--- config.mk ---
export PLATFORM = sky130hd
export DESIGN_NAME = spi_fifo_master
export DESIGN_NICKNAME = d
export VERILOG_FILES = /design/src/rtl/spi_fifo_pkg.sv /design/src/rtl/spi_word_fifo.sv /design/src/rtl/spi_shift_engine.sv /design/src/rtl/spi_fifo_master.sv
export SDC_FILE = /design/constraint.sdc
export NUM_CORES = 1
export LEC_CHECK = 0
export ABC_AREA = 1
export CAP_MARGIN = 15
export CORE_MARGIN = 3
export CORE_UTILIZATION = 25
export CTS_CLUSTER_SIZE = 25
export DETAILED_ROUTE_END_ITERATION = 8
export RECOVER_POWER = 50
export SLEW_MARGIN = 30
export SYNTH_ARGS = -nofsm -noshare
export SYNTH_HDL_FRONTEND = slang
export SYNTH_HIERARCHICAL = 1
export SYNTH_SLANG_ARGS = --single-unit
--- constraint.sdc ---
create_clock -name clk -period 2.9 [get_ports clk]
set_input_delay 0.58 -clock clk [delete_from_list [all_inputs] [get_ports clk]]
set_output_delay 0.58 -clock clk [all_outputs]
set_load 0.005 [all_outputs]
--- src/rtl/spi_fifo_pkg.sv ---
package spi_fifo_pkg;
   localparam int EV_TXREQ = 0;
   localparam int EV_RXREQ = 1;
   localparam int EV_DONE  = 2;
   localparam int EV_RXOVF = 3;
   localparam int EV_TXUF  = 4;
   localparam int EV_MULTI = 5;
   localparam int EV_COUNT = 6;

   localparam logic [2:0] RA_CFG  = 3'd0;
   localparam logic [2:0] RA_CMD  = 3'd1;
   localparam logic [2:0] RA_STAT = 3'd2;
   localparam logic [2:0] RA_EVT  = 3'd3;
   localparam logic [2:0] RA_MASK = 3'd4;
   localparam logic [2:0] RA_DATA = 3'd5;

   typedef enum logic [1:0] {E_IDLE, E_FETCH, E_SHIFT} eng_state_e;
endpackage

--- src/rtl/spi_word_fifo.sv ---
module spi_word_fifo #(
   parameter int WIDTH = 9,
   parameter int DEPTH = 8
) (
   input  logic             clk,
   input  logic             rst_n,
   input  logic             clr,
   input  logic             push,
   input  logic [WIDTH-1:0] din,
   input  logic             pop,
   output logic [WIDTH-1:0] dout,
   output logic             full,
   output logic             empty
);
   localparam int AW = $clog2(DEPTH);
   localparam int CW = AW + 1;

   generate
      if (DEPTH < 2 || (1 << AW) != DEPTH) begin : g_bad_depth
         $error("queue depth must be a power of two of at least 2");
      end
   endgenerate

   logic [WIDTH-1:0] mem [DEPTH];
   logic [AW-1:0]    wp, rp;
   logic [CW-1:0]    cnt;
   logic             do_push, do_pop;

   assign do_push = push && !full;
   assign do_pop  = pop && !empty;
   assign full    = (cnt == CW'(DEPTH));
   assign empty   = (cnt == '0);
   assign dout    = mem[rp];

   always_ff @(posedge clk) begin
      if (do_push) mem[wp] <= din;
   end

   always_ff @(posedge clk or negedge rst_n) begin
      if (!rst_n) begin
         wp <= '0; rp <= '0; cnt <= '0;
      end else if (clr) begin
         wp <= '0; rp <= '0; cnt <= '0;
      end else begin
         if (do_push) wp <= wp + 1'b1;
         if (do_pop)  rp <= rp + 1'b1;
         cnt <= cnt + CW'(do_push) - CW'(do_pop);
      end
   end

   p_no_overflow_r12: assert property (@(posedge clk) disable iff (!rst_n)
      (full && push && !pop && !clr) |=> full);
   p_no_underflow_r11: assert property (@(posedge clk) disable iff (!rst_n)
      (empty && pop && !push && !clr) |=> empty);
endmodule

--- src/rtl/spi_shift_engine.sv ---
module spi_shift_engine
   import spi_fifo_pkg::*;
#(
   parameter int WORD_W = 8,
   parameter int RATE_W = 6,
   parameter int LEN_W  = 3
) (
   input  logic              clk,
   input  logic              rst_n,
   input  logic              start,
   input  logic              cpol,
   input  logic              cpha,
   input  logic [RATE_W-1:0] rate,
   input  logic [LEN_W-1:0]  len_m1,
   input  logic              tx_empty,
   input  logic [WORD_W:0]   tx_word,
   output logic              tx_pop,
   output logic              rx_push,
   output logic [WORD_W-1:0] rx_word,
   output logic              sclk,
   output logic              mosi,
   input  logic              miso,
   output logic              sel_n,
   output logic              done_pulse,
   output logic              uf_pulse
);
   eng_state_e        st;
   logic [RATE_W-1:0] cnt;
   logic              half, last_q, tick, word_end;
   logic [LEN_W-1:0]  bits;
   logic [WORD_W-1:0] sh, rv, wmask, rv_next;

   assign tick       = (st == E_SHIFT) && (cnt == rate);
   assign word_end   = tick && half && (bits == len_m1);
   assign rv_next    = {rv[WORD_W-2:0], miso};
   assign wmask      = {WORD_W{1'b1}} >> (LEN_W'(WORD_W - 1) - len_m1);
   assign rx_word    = (cpha ? rv_next : rv) & wmask;
   assign rx_push    = word_end;
   assign done_pulse = word_end && last_q;
   assign tx_pop     = (st == E_FETCH) && !tx_empty;
   assign uf_pulse   = (st == E_FETCH) && tx_empty;
   assign mosi       = (st == E_SHIFT) ? sh[len_m1] : 1'b0;
   assign sclk       = cpol ^ ((st == E_SHIFT) && half);
   assign sel_n      = (st == E_IDLE);

   always_ff @(posedge clk or negedge rst_n) begin
      if (!rst_n) begin
         st <= E_IDLE; cnt <= '0; half <= 1'b0; bits <= '0;
         last_q <= 1'b0; sh <= '0; rv <= '0;
      end else begin
         case (st)
            E_IDLE: if (start) st <= E_FETCH;
            E_FETCH: begin
               if (tx_empty) st <= E_IDLE;
               else begin
                  sh     <= tx_word[WORD_W-1:0];
                  last_q <= tx_word[WORD_W];
                  cnt    <= '0;
                  half   <= 1'b0;
                  bits   <= '0;
                  st     <= E_SHIFT;
               end
            end
            default: begin
               if (!tick) cnt <= cnt + 1'b1;
               else begin
                  cnt  <= '0;
                  half <= !half;
                  if (!half) begin
                     if (!cpha) rv <= rv_next;
                     else if (bits != '0) sh <= sh << 1;
                  end else begin
                     if (!cpha) sh <= sh << 1;
                     else rv <= rv_next;
                     bits <= bits + 1'b1;
                     if (bits == len_m1) st <= last_q ? E_IDLE : E_FETCH;
                  end
               end
            end
         endcase
      end
   end

   p_done_release_r5: assert property (@(posedge clk) disable iff (!rst_n)
      done_pulse |=> sel_n);
   p_uf_idle_r13: assert property (@(posedge clk) disable iff (!rst_n)
      (uf_pulse && $stable(cpol)) |=> (sel_n && sclk == cpol));
   p_half_hold_r2: assert property (@(posedge clk) disable iff (!rst_n)
      (st == E_SHIFT && !tick) |=> (sclk == $past(sclk) || cpol != $past(cpol)));
   p_idle_stays_r6: assert property (@(posedge clk) disable iff (!rst_n)
      (st == E_IDLE && !start) |=> st == E_IDLE);
endmodule

--- src/rtl/spi_fifo_master.sv ---
module spi_fifo_master
   import spi_fifo_pkg::*;
#(
   parameter int WORD_W     = 8,
   parameter int FIFO_DEPTH = 8,
   parameter int RATE_W     = 6,
   parameter int BUS_W      = 16
) (
   input  logic             clk,
   input  logic             rst_n,
   input  logic             bus_sel,
   input  logic             bus_wr,
   input  logic [2:0]       bus_addr,
   input  logic [BUS_W-1:0] bus_wdata,
   output logic [BUS_W-1:0] bus_rdata,
   output logic             sclk,
   output logic             mosi,
   input  logic             miso,
   output logic             sel_n,
   input  logic             ext_sel_n,
   output logic             irq
);
   localparam int LEN_W   = $clog2(WORD_W);
   localparam int CFG_INV = RATE_W + LEN_W;
   localparam int CFG_DLY = CFG_INV + 1;
   localparam int CFG_EN  = CFG_INV + 2;
   localparam int CFG_W   = CFG_INV + 3;

   generate
      if (WORD_W < 2 || (1 << LEN_W) != WORD_W) begin : g_bad_word
         $error("word width must be a power of two of at least 2");
      end
      if (BUS_W < CFG_W || BUS_W < WORD_W + 1) begin : g_bad_bus
         $error("bus too narrow for configuration or data word");
      end
   endgenerate

   logic [CFG_W-1:0]    cfg;
   logic [EV_COUNT-1:0] evt, msk, ev_set;
   logic wr, rd, cmd_wr, start, rx_clr, tx_clr, tx_push, rx_pop;
   logic tx_full, tx_empty, tx_pop, rx_full, rx_empty, rx_push;
   logic done_pulse, uf_pulse, eng_sel_n;
   logic [WORD_W:0]   tx_word;
   logic [WORD_W-1:0] rx_word, rx_dout;

   assign wr      = bus_sel && bus_wr;
   assign rd      = bus_sel && !bus_wr;
   assign cmd_wr  = wr && (bus_addr == RA_CMD);
   assign rx_clr  = cmd_wr && bus_wdata[0];
   assign tx_clr  = cmd_wr && bus_wdata[1];
   assign start   = cmd_wr && bus_wdata[2] && cfg[CFG_EN] && eng_sel_n;
   assign tx_push = wr && (bus_addr == RA_DATA);
   assign rx_pop  = rd && (bus_addr == RA_DATA);

   spi_word_fifo #(.WIDTH(WORD_W + 1), .DEPTH(FIFO_DEPTH)) u_txq (
      .clk(clk), .rst_n(rst_n), .clr(tx_clr), .push(tx_push),
      .din(bus_wdata[WORD_W:0]), .pop(tx_pop), .dout(tx_word),
      .full(tx_full), .empty(tx_empty));

   spi_word_fifo #(.WIDTH(WORD_W), .DEPTH(FIFO_DEPTH)) u_rxq (
      .clk(clk), .rst_n(rst_n), .clr(rx_clr), .push(rx_push),
      .din(rx_word), .pop(rx_pop), .dout(rx_dout),
      .full(rx_full), .empty(rx_empty));

   spi_shift_engine #(.WORD_W(WORD_W), .RATE_W(RATE_W), .LEN_W(LEN_W)) u_eng (
      .clk(clk), .rst_n(rst_n), .start(start),
      .cpol(cfg[CFG_INV]), .cpha(cfg[CFG_DLY]),
      .rate(cfg[RATE_W-1:0]), .len_m1(cfg[RATE_W +: LEN_W]),
      .tx_empty(tx_empty), .tx_word(tx_word), .tx_pop(tx_pop),
      .rx_push(rx_push), .rx_word(rx_word),
      .sclk(sclk), .mosi(mosi), .miso(miso), .sel_n(eng_sel_n),
      .done_pulse(done_pulse), .uf_pulse(uf_pulse));

   assign sel_n = eng_sel_n;

   always_comb begin
      ev_set           = '0;
      ev_set[EV_TXREQ] = !tx_full;
      ev_set[EV_RXREQ] = !rx_empty;
      ev_set[EV_DONE]  = done_pulse;
      ev_set[EV_RXOVF] = rx_push && rx_full;
      ev_set[EV_TXUF]  = uf_pulse;
      ev_set[EV_MULTI] = !eng_sel_n && !ext_sel_n;
   end

   always_ff @(posedge clk or negedge rst_n) begin
      if (!rst_n) begin
         cfg <= '0; evt <= '0; msk <= '0;
      end else begin
         if (wr && bus_addr == RA_CFG)  cfg <= bus_wdata[CFG_W-1:0];
         if (wr && bus_addr == RA_MASK) msk <= bus_wdata[EV_COUNT-1:0];
         evt <= (evt & ~((wr && bus_addr == RA_EVT) ? bus_wdata[EV_COUNT-1:0]
                                                    : {EV_COUNT{1'b0}})) | ev_set;
      end
   end

   assign irq = |(evt & msk);

   always_comb begin
      bus_rdata = '0;
      case (bus_addr)
         RA_CFG:  bus_rdata = BUS_W'(cfg);
         RA_STAT: bus_rdata = BUS_W'({!eng_sel_n, irq, cfg[CFG_EN], rx_empty, tx_full});
         RA_EVT:  bus_rdata = BUS_W'(evt);
         RA_MASK: bus_rdata = BUS_W'(msk);
         RA_DATA: bus_rdata = BUS_W'(rx_dout);
         default: bus_rdata = '0;
      endcase
   end

   p_start_gated_r6: assert property (@(posedge clk) disable iff (!rst_n)
      (eng_sel_n && cmd_wr && !cfg[CFG_EN]) |=> sel_n);
   p_multi_flag_r14: assert property (@(posedge clk) disable iff (!rst_n)
      (!sel_n && !ext_sel_n) |=> evt[EV_MULTI]);
   p_done_event_r5: assert property (@(posedge clk) disable iff (!rst_n)
      done_pulse |=> evt[EV_DONE]);
endmodule

# == Word-level counts from Yosys, hierarchy flattened ==
# Memory sizes are Yosys's and may differ from the RTL's.
# Index checks and enable logic that the tools add are counted.
# W data, S select, Z words.
# word_totals
ff_bits,73
latch_bits,0
ram_bits,136
rom_bits,0
input_bits,25
output_inout_bits,20
n_memories,2
# mem_list
name,depth,word_bits,read_ports,rd_clocked_by_memory_dff,wr,line_no,text
u_txq.mem,8,9,1,0,1,spi_word_fifo.sv:24,logic [WIDTH-1:0] mem [DEPTH];
u_rxq.mem,8,8,1,0,1,spi_word_fifo.sv:24,
# op_classes
add_sub_neg,11
multipliers,0
n_div,0
n_lt_le_gt_ge,1
n_eq_ne,15
n_shift,1
mux,46
bitwise_logic,9
n_reduce_logical,59
# op_table
cell,count
$mux W8,9
$pmux W12 S5,1
$mux W3,11
$logic_and A1 B1 Y1,26
$mux W6,3
$reduce_bool A3 Y1,6
$pmux W8 S2,1
$add A3 B1 Y3 const B,5
$and A6 B6 Y6,2
$pmux W6 S2,1
$reduce_bool A2 Y1,6
$mux W2,5
$mux W1,9
$add A4 B1 Y4,2
$and A8 B8 Y8,1
$eq A4 B4 Y1 const B,2
$logic_not A1 Y1,8
$logic_not A4 Y1,2
$mux W4,2
$reduce_and A4 Y1,2
$shr A8 B3 Y8 const A,1
$sub A4 B1 Y4,2
$add A6 B1 Y6 const B,1
$eq A3 B2 Y1 const B,2
26 further kinds,32

# == Depth between registers and ports, before layout ==
# Gate-level depths: netlist of the first run.
# depth
word_depth,8
depth_mapped,17

# == Cells and area by module ==
# The synthesis of the first run kept the hierarchy.
# by_module_without_submodules
module,n_inst,cells_per_inst,area_per_inst_um2
spi_word_fifo at u_txq,1,402,3853.7
spi_word_fifo at u_rxq,1,366,3509.6
spi_shift_engine,1,283,2021.9
spi_fifo_master,1,212,1495.2

# == Worst setup path after synthesis of the first run ==
# Ideal clock, no wire load.
# synth_path
path_type,input-to-reg
startpoint,in bus_addr[2]
endpoint,reg u_txq.cnt[2]
setup_ps,126
t_arrival_ps,2478
slack_ps,297
path_stages,11
n_path_buf,2
path_cell_list,buf_2 > nand3_1 > nor2_1 > nand2_1 > buf_4 > ha_1 > inv_1 > ha_1 > fa_1 > xnor2_1 > nor2_1
# synth_via
elab_chain_len,6
word_cells_on_any_way,9
classes_between,add/sub: 2; eq/ne: 2; mux: 1; reduce/logical: 4
# synth_lines
element,line_no,text
from (decl),spi_fifo_master.sv:13,"input logic [2:0] bus_addr,"
$eq A3 B3 Y1,spi_fifo_master.sv:52,assign tx_push = wr && (bus_addr == RA_DATA);
$logic_and A1 B1 Y1,spi_fifo_master.sv:52,
named net tx_push,spi_fifo_master.sv:40,"logic wr, rd, cmd_wr, start, rx_clr, tx_clr, tx_push, rx_pop;"
$logic_and A1 B1 Y1,spi_word_fifo.sv:29,assign do_push = push && !full;
$add A4 B1 Y4,spi_word_fifo.sv:47,cnt <= cnt + CW'(do_push) - CW'(do_pop);
$sub A4 B1 Y4,spi_word_fifo.sv:47,
$mux W4,spi_word_fifo.sv:42,end else if (clr) begin
to (signal assigned),spi_word_fifo.sv:47,
to (decl),spi_word_fifo.sv:26,logic [CW-1:0] cnt;
# The timed path passes the listed nets, and every way through them passes these cells.
# A chain may end at the register's enable or synchronous reset.

# == Worst setup path after layout of the first run ==
# layout_path
startpoint,in bus_addr[0]
endpoint,out bus_rdata[11]
# layout_via
elab_chain_len,2
word_cells_on_any_way,6
classes_between,eq/ne: 4; mux: 1; reduce/logical: 1
# layout_lines
element,line_no,text
"$eq A3 B3 Y1, or another cell as far along",spi_fifo_master.sv:101,case (bus_addr)
$pmux W12 S5 *,spi_fifo_master.sv:101,
to (decl),spi_fifo_master.sv:15,"output logic [BUS_W-1:0] bus_rdata,"
# Every way passes the cells marked *; elsewhere a longest branch is shown, timed or not.

==> summary.md, run 1 <==
| Metric | Value |
|---|---|
| Crit path max fanout | `5` |
| Crit Path Class | `in2out` |
| Routability cong. | `0.815` |
| Worst Tran Pin Value | `1950 ps` |
| Sequential share of power | `39.3%` |
| Die X | `215 um` |
| Clock share of power | `26.8%` |
| Port bufs | `36` |
| Pint | `6.29 mW` |
| Initial antenna violation count | `1` |
| Share of cells above drive strength 1 | `10.8%` |
| Max_slew headroom | `-30.3%` |
| Hold path depth | `2` |
| Largest area contributor in the netlist | `edfxtp_1` |
| DR iter-0 viols | `621` |
| Async SR Flop Fraction | `34.9%` |
| # rows | `75` |
| Fin crit period | `2880 ps` |
| Leakage power | `6.16 nW` |
| Post-synth EDFFs | `136` |
| Core area | `42500 um^2` |
| Vias | `8236` |
| Synth cell types | `40` |
| HP Start | `u_eng/sh[7]` |
| FF+latch area | `5910 um^2` |
| CTS clk-pin slew, worst paths | `60 ps` |
| Post-Syn Area | `10900 um^2` |
| Mean post-synth cell area | `8.61 um^2` |
| Area Overhead vs Synth | `17.6%` |
| Primary FF master, synth | `edfxtp_1` |
| Tcrit/Tclk final | `99.2%` |
| Max Transition Viols Final | `36` |
| Power per Cell Area | `778 nW/um^2` |
| Drt via density | `4.22` |
| Total Wirelength | `26.6 mm` |
| Non-Filler Instances | `1950` |
| Failing checks | `capacitance limit, slew limit` |
| Power consumption | `9.96 mW` |
| H-tree depth | `1` |
| Setup crit start kind | `input pin` |
| First drt pass iteration count | `5` |
| Routed len/inst | `13.7 um` |
| Status | `complete, but fails checks` |
| Cells on worst reg2reg path | `13` |
| Maxcap violations | `1` |
| Starting density of the core | `25.6%` |
| CTS tree | `built` |
| Final hold violation count | `0` |
| Clk sink count | `209` |
| Worst-skew pair later-pin latency | `510 ps` |
| CTS Hold Bufs | `0` |
| Clock skew | `11.7 ps` |
| I/O pins | `45` |
| Yosys warns | `6` |
| HP Class | `reg2reg` |
| Gr usage total | `11.5%` |
| Reg2reg end | `u_rxq/cnt[2]` |
| Max Fclk | `348 MHz` |
| Layout fillers | `4517` |
| Comb power frac | `34.0%` |
| P_sw | `3.67 mW` |
| Clock tree buffer depth | `3` |
| Grt ovf | `0` |
| Multi-input gate area | `3670 um^2` |
| CP required | `2320 ps` |
| Die Span Y | `215 um` |
| Number of CTS-inserted buffers | `22` |
| Cell count after synthesis | `1263` |
| Largest net degree at the start of global routing | `40` |
| Residual DRC | `0` |
| Final core occ | `30.1%` |
| Nets | `1402` |
| Peak supply drop | `0.424 mV` |
| Crit. End Element | `output pin` |
| Unrepaired setup endpoints after global routing | `yes` |
| Final Setup Violations | `0` |
| Die ar. | `46100 um^2` |
| DP Wirelength | `18.6 mm` |
| First-pass GRT wire length | `42.8 mm` |
| Top post-synthesis cells by count | `nand2_1 (434), inv_1 (227), edfxtp_1 (136), nand3_1 (119), dfrtp_1 (73)` |
| Placed instance count | `1902` |
| Top-area cell type share of the netlist area | `37.5%` |
| Reg-to-reg critical path startpoint | `u_eng/st[1]` |
| Vias in the first global route | `7898` |
| Dpl cell area | `12100 um^2` |
| WHS Endpoint | `u_eng/sh[7]` |
| Synth Register Bits | `209` |
| Sequential area share after synthesis | `54.3%` |
| Most common cell in the netlist | `nand2_1` |
| Design area | `12800 um^2` |
| Antenna violation net count after detailed routing | `0` |
| Largest cells by area after synthesis | `edfxtp_1 (38%), dfrtp_1 (17%), nand2_1 (15%), inv_1 (7.8%), nand3_1 (5.5%)` |
| Worst EP arrival | `2300 ps` |
| Flop-to-flop setup slack | `310 ps` |
| Sw frac | `36.9%` |
| CTS Root Cell | `clkbuf_16` |
[worst max-delay path, cell delays in order]
cell and delay (ps):
dlygate4sd3_1 640, nor2_4 210, nand2_4 90, buf_4 140, nor2_2 120, clkdlybuf4s50_1 520
[power groups by stage]
stage | Sequential, mW | Combinational (mW) | Clock, mW
global placement | 3.95 | 3.26 | 0
detailed placement | 3.97 | 3.33 | 0
global route | 3.96 | 3.88 | 2.88
floorplan | 3.86 | 2.59 | 0
CTS | 3.91 | 3.45 | 2.74
finish | 3.91 | 3.38 | 2.66
[registers in the layout (all words and copies together), names as in the netlist, 6 cells and up]
signal and count:
u_txq/mem 72, u_rxq/mem 64, cfg 12, u_eng/rv 8, u_eng/sh 8, evt 6
msk 6, u_eng/cnt 6
[repair_timing]
item,4_1_cts,5_1_grt
endpoints found under the setup margin,8,6
pin swaps,1,1
resized for setup,23,6
gates cloned,0,0
buffers inserted,7,0
[final cells by class]
cell class,count,share of cell area [%]
flip-flops and latches,209,46.2
diodes,1,0.0196
repair buffers,109,6.99
inverters,240,7.13
well taps,577,5.64
clock inverters,10,0.479
multi-input cells,774,28.7
clock buffers,30,4.78
[kinds of logic (layout without fill, tap and decap cells)]
family | Yosys count | count (layout) | synth area share (%)
multiplexers | 4 | 4 | 0.368
buffers and inverters | 283 | 389 | 11.6
other | 1 | 5 | 0.0345
XOR/XNOR | 9 | 9 | 0.724
AO/OA/AOI/OAI | 56 | 56 | 3.32
flip-flops | 209 | 209 | 54.3
adder cells (fa/ha/maj) | 21 | 21 | 2.55
AND/OR/NAND/NOR | 680 | 680 | 27.1
[per-layer routing]
layer	vias to the layer above	routed length [um]	GRT usage, %
li1	4149	-	-
met1	3861	12700	16.3
met2	182	12100	18.5
met3	42	1400	1.97
met4	2	465	2.24
met5	-	17	0
[how the worst max path moves through the flow]
stage | from | endpoint | depth (start not counted)
2_1_floorplan | bus_addr[2] | u_txq/cnt[2] | 11
3_3_place_gp | bus_addr[0] | bus_rdata[1] | 8
3_5_place_dp | bus_addr[0] | u_txq/cnt[2] | 10
4_1_cts | u_rxq/rp[0] | bus_rdata[7] | 9
5_1_grt | u_rxq/rp[0] | bus_rdata[3] | 11
6_report | bus_addr[0] | bus_rdata[11] | 6
[per-stage QoR]
step,hold WS [ps],worst slack [ps],TNS [ps]
global placement,458,-110,-294
CTS,31.3,3.56,0
detailed placement,454,-132,-625
finish,469,23.5,0
global route,512,-71.7,-2250
floorplan,284,297,0
[placed cells by master, fill, tap and decap left out, types with 2 or more instances in the layout]
| cell type | n |
|---|---|
| o21ai_0 | 35 |
| nor3_1 | 20 |
| buf_6 | 2 |
| inv_2 | 7 |
| xnor2_1 | 4 |
| o21ai_2 | 9 |
| a21oi_1 | 7 |
| clkinvlp_4 | 4 |
| nand2_2 | 8 |
| clkbuf_16 | 23 |
| clkdlybuf4s50_1 | 17 |
| or2_2 | 2 |
| buf_4 | 61 |
| clkbuf_1 | 13 |
| ha_1 | 19 |
| nand3_2 | 3 |
| nor2_4 | 4 |
| fa_1 | 2 |
| inv_8 | 2 |
| dlygate4sd2_1 | 6 |
| edfxtp_1 | 136 |
| nor2_1 | 55 |
| xor2_1 | 5 |
| dlygate4sd3_1 | 10 |
| nand2_1 | 432 |
| o211ai_1 | 2 |
| clkinv_1 | 7 |
| mux2i_1 | 4 |
| nor2_2 | 5 |
| dfrtp_1 | 71 |
| nand2_4 | 5 |
| dfrtp_2 | 2 |
| conb_1 | 4 |
| nand3_1 | 119 |
| inv_1 | 227 |
| nand4_1 | 22 |
No activity file was read; power rests on OpenSTA's default activity.
==> run 2: changes to the inputs <==
CAP_MARGIN = not set   (was 15)
CORE_UTILIZATION = 62   (was 25)
DONT_BUFFER_PORTS = 1   (was not set)
PLACE_DENSITY = 0.78   (was not set)
==> run 2 against run 1 <==
The flow still finishes with violations (capacitance limit, slew limit). Via count unchanged. Combinational power fell by 7.7%. Global-route usage rose by 14 points. Routed wire length down 9.1%. First-iteration DRC count rose by 28%. Non-clock buffer count shrank 64. Die area shrank 58%. Sequential power about the same. Final area is 7.9% lower. Final cell count decreased by 22%. Critical path depth down 1. Sequential share of layout area grew 3.9 points.
==> summary.md, run 2 (synthesis gave the netlist of run 1 again) <==
| Metric | Value |
|---|---|
| Clk sink count | `209 (unchanged)` |
| Residual DRC | `0 (unchanged)` |
| Multi-input gate area | `3640 um^2 (-0.82%)` |
| Antenna violation net count after detailed routing | `0 (unchanged)` |
| Final core occ | `69.8% (+40 points)` |
| CP required | `2320 ps (about the same)` |
| Number of CTS-inserted buffers | `23 (+4.5%)` |
| FF+latch area | `5910 um^2 (about the same)` |
| Peak supply drop | `0.622 mV (+47%)` |
| Clock tree buffer depth | `3 (unchanged)` |
| Routed len/inst | `15.8 um (+16%)` |
| CP cell instances | `nor2_1 -> nand2_1 -> clkinvlp_2 -> nand2_1 -> o21ai_0` |
| Power per Cell Area | `838 nW/um^2 (+7.7%)` |
| Area Overhead vs Synth | `8.30%` |
| Placed instance count | `1486 (-22%)` |
| CTS tree | `built` |
| H-tree depth | `1 (unchanged)` |
| Max_slew headroom | `-24.7% (+5.5 points)` |
| P_sw | `3.56 mW (-3.1%)` |
| Crit Path Class | `in2out` |
| Max Transition Viols Final | `74 (+110%)` |
| Final Setup Violations | `0 (unchanged)` |
| Critical Path Source | `bus_addr[0]` |
| Sw frac | `36.0% (-0.83 points)` |
| Worst EP arrival | `2150 ps (-150 ps)` |
| Share of cells above drive strength 1 | `8.10% (-2.7 points)` |
| Drt via density | `5.39 (+28%)` |
| Critical Path Most Common Cell | `nand2_1` |
| CTS clk-pin slew, worst paths | `60 ps (about the same)` |
| Gr usage total | `25.2% (+14 points)` |
| Clock skew | `8.82 ps (-2.89 ps)` |
| Worst Tran Pin Value | `1870 ps (-83.2 ps)` |
| Crit path max fanout | `13 (+8)` |
| Starting density of the core | `64.5% (+39 points)` |
| Die ar. | `19200 um^2 (-58%)` |
| Setup TNS | `0 ps (unchanged)` |
| Largest net degree at the start of global routing | `74 (+85%)` |
| Unrepaired setup endpoints after global routing | `no` |
| Setup crit start kind | `input pin` |
| Clock share of power | `28.5% (+1.7 points)` |
| Vias in the first global route | `7784 (-1.4%)` |
| DP Wirelength | `16.7 mm (-10%)` |
| Nets | `1339 (-4.5%)` |
| Pint | `6.31 mW (+0.47%)` |
| Reg-to-reg critical path startpoint | `u_eng/st[1]` |
| DR iter-0 viols | `792 (+28%)` |
| Post-CTS Setup Inserts | `0 (-7)` |
| Largest registers | `u_txq/mem x72, u_rxq/mem x64, cfg x12` |
| Final hold violation count | `0 (unchanged)` |
| Fin crit period | `2730 ps (-146 ps)` |
| Routability cong. | `0.881 (+8.1%)` |
| WHS | `175 ps (-294 ps)` |
| Comb power frac | `31.6% (-2.4 points)` |
| Hold path depth | `0 (-2)` |
| Grt ovf | `0 (unchanged)` |
| CP peak stage delay | `530 ps (-110 ps)` |
| First drt pass iteration count | `5 (unchanged)` |
| Tcrit/Tclk final | `94.2% (-5.0 points)` |
| HP Start | `bus_wdata[6]` |
| Critical Path Slowest Stage Cell | `nor2_1` |
| I/O pins | `45 (unchanged)` |
| Worst-skew pair later-pin latency | `500 ps (about the same)` |
| # rows | `47 (-37%)` |
| Die Span Y | `138 um (-35%)` |
| Total Wirelength | `24.2 mm (-9.1%)` |
| Max Fclk | `366 MHz (+5.3%)` |
| Cells on worst reg2reg path | `13 (unchanged)` |
| Initial antenna violation count | `1 (unchanged)` |
| Die X | `138 um (-35%)` |
| Crit. End Element | `output pin` |
| Leakage power | `5.87 nW (-4.7%)` |
| Port bufs | `0 (-100%)` |
| Vias | `8236 (unchanged)` |
| First-pass GRT wire length | `39.1 mm (-8.7%)` |
| Status | `complete, but fails checks` |
| HP Class | `in2reg` |
| Failing checks | `capacitance limit, slew limit` |
| Layout fillers | `1254 (-72%)` |
| Sequential share of power | `39.8% (+0.5 points)` |
| CTS Root Cell | `clkbuf_16` |
| Most common cell after layout, fill and taps aside | `nand2_1` |
| Non-Filler Instances | `1529 (-22%)` |
| Most frequent cells in the layout | `nand2_1 (437), inv_1 (227), edfxtp_1 (136)` |
| Maxcap violations | `1 (unchanged)` |
| Max reg flops | `72 (unchanged)` |
| Core area | `16900 um^2 (-60%)` |
| Top reg by flops | `u_txq/mem` |
run 2: repair_timing:
item,in CTS,in global routing
hold buffers,2,0
setup endpoints to repair,0,1
gates resized for setup,0,1
endpoints found under the hold margin,73,0
run 2: power by group through the flow:
| stage | clock network, mW | logic (mW) | registers (mW) |
|---|---|---|---|
| after CTS | 2.84 | 3.16 | 3.93 |
| after global routing | 2.97 | 3.56 | 3.99 |
| after global placement | 0 | 3.00 | 3.97 |
| after detailed placement | 0 | 3.09 | 3.98 |
| final | 2.82 | 3.12 | 3.93 |
| after floorplan | 0 | 2.59 | 3.86 |
run 2: cell type report:
| class | instances | share of cell area (%) |
|---|---|---|
| repair buffers | 45 | 2.71 |
| diodes | 1 | 0.0212 |
| clock inverters | 13 | 1.14 |
| multi-input cells | 774 | 30.9 |
| well taps | 220 | 2.34 |
| flip-flops and latches | 209 | 50.2 |
| inverters | 240 | 7.70 |
| clock buffers | 27 | 5.01 |
run 2: worst paths after layout:
path / to / slack, ps
worst min register to register: u_eng/sh[7] / 480
worst max-delay path: bus_rdata[7] / 170
max in group asynchronous: u_eng/st[1] / 640
worst max register to register: u_rxq/cnt[2] / 240
worst min-delay path: u_txq/mem[0][6] / 180
min in group asynchronous: u_eng/rv[0] / 1140
run 2: critical path, delay by kind of cell:
| kind | cells | cell delay, ps |
|---|---|---|
| compound gates | 1 | 190 |
| buf+inv | 1 | 350 |
| simple gates | 3 | 1030 |
run 2: metal layers:
layer  part of all wire, %  GRT usage [%]
met5                     0              0
met4                   2.9           8.89
met2                    47           40.5
met1                    42           35.3
met3                   8.1           4.28
run 2: through the flow:
stage	area (um^2)	worst slack (ps)	total power, mW
6_report	11800	169	9.87
3_3_place_gp	11100	248	6.97
2_1_floorplan	10900	297	6.45
5_1_grt	11800	11.7	10.5
3_5_place_dp	11100	183	7.08
4_1_cts	11900	166	9.93
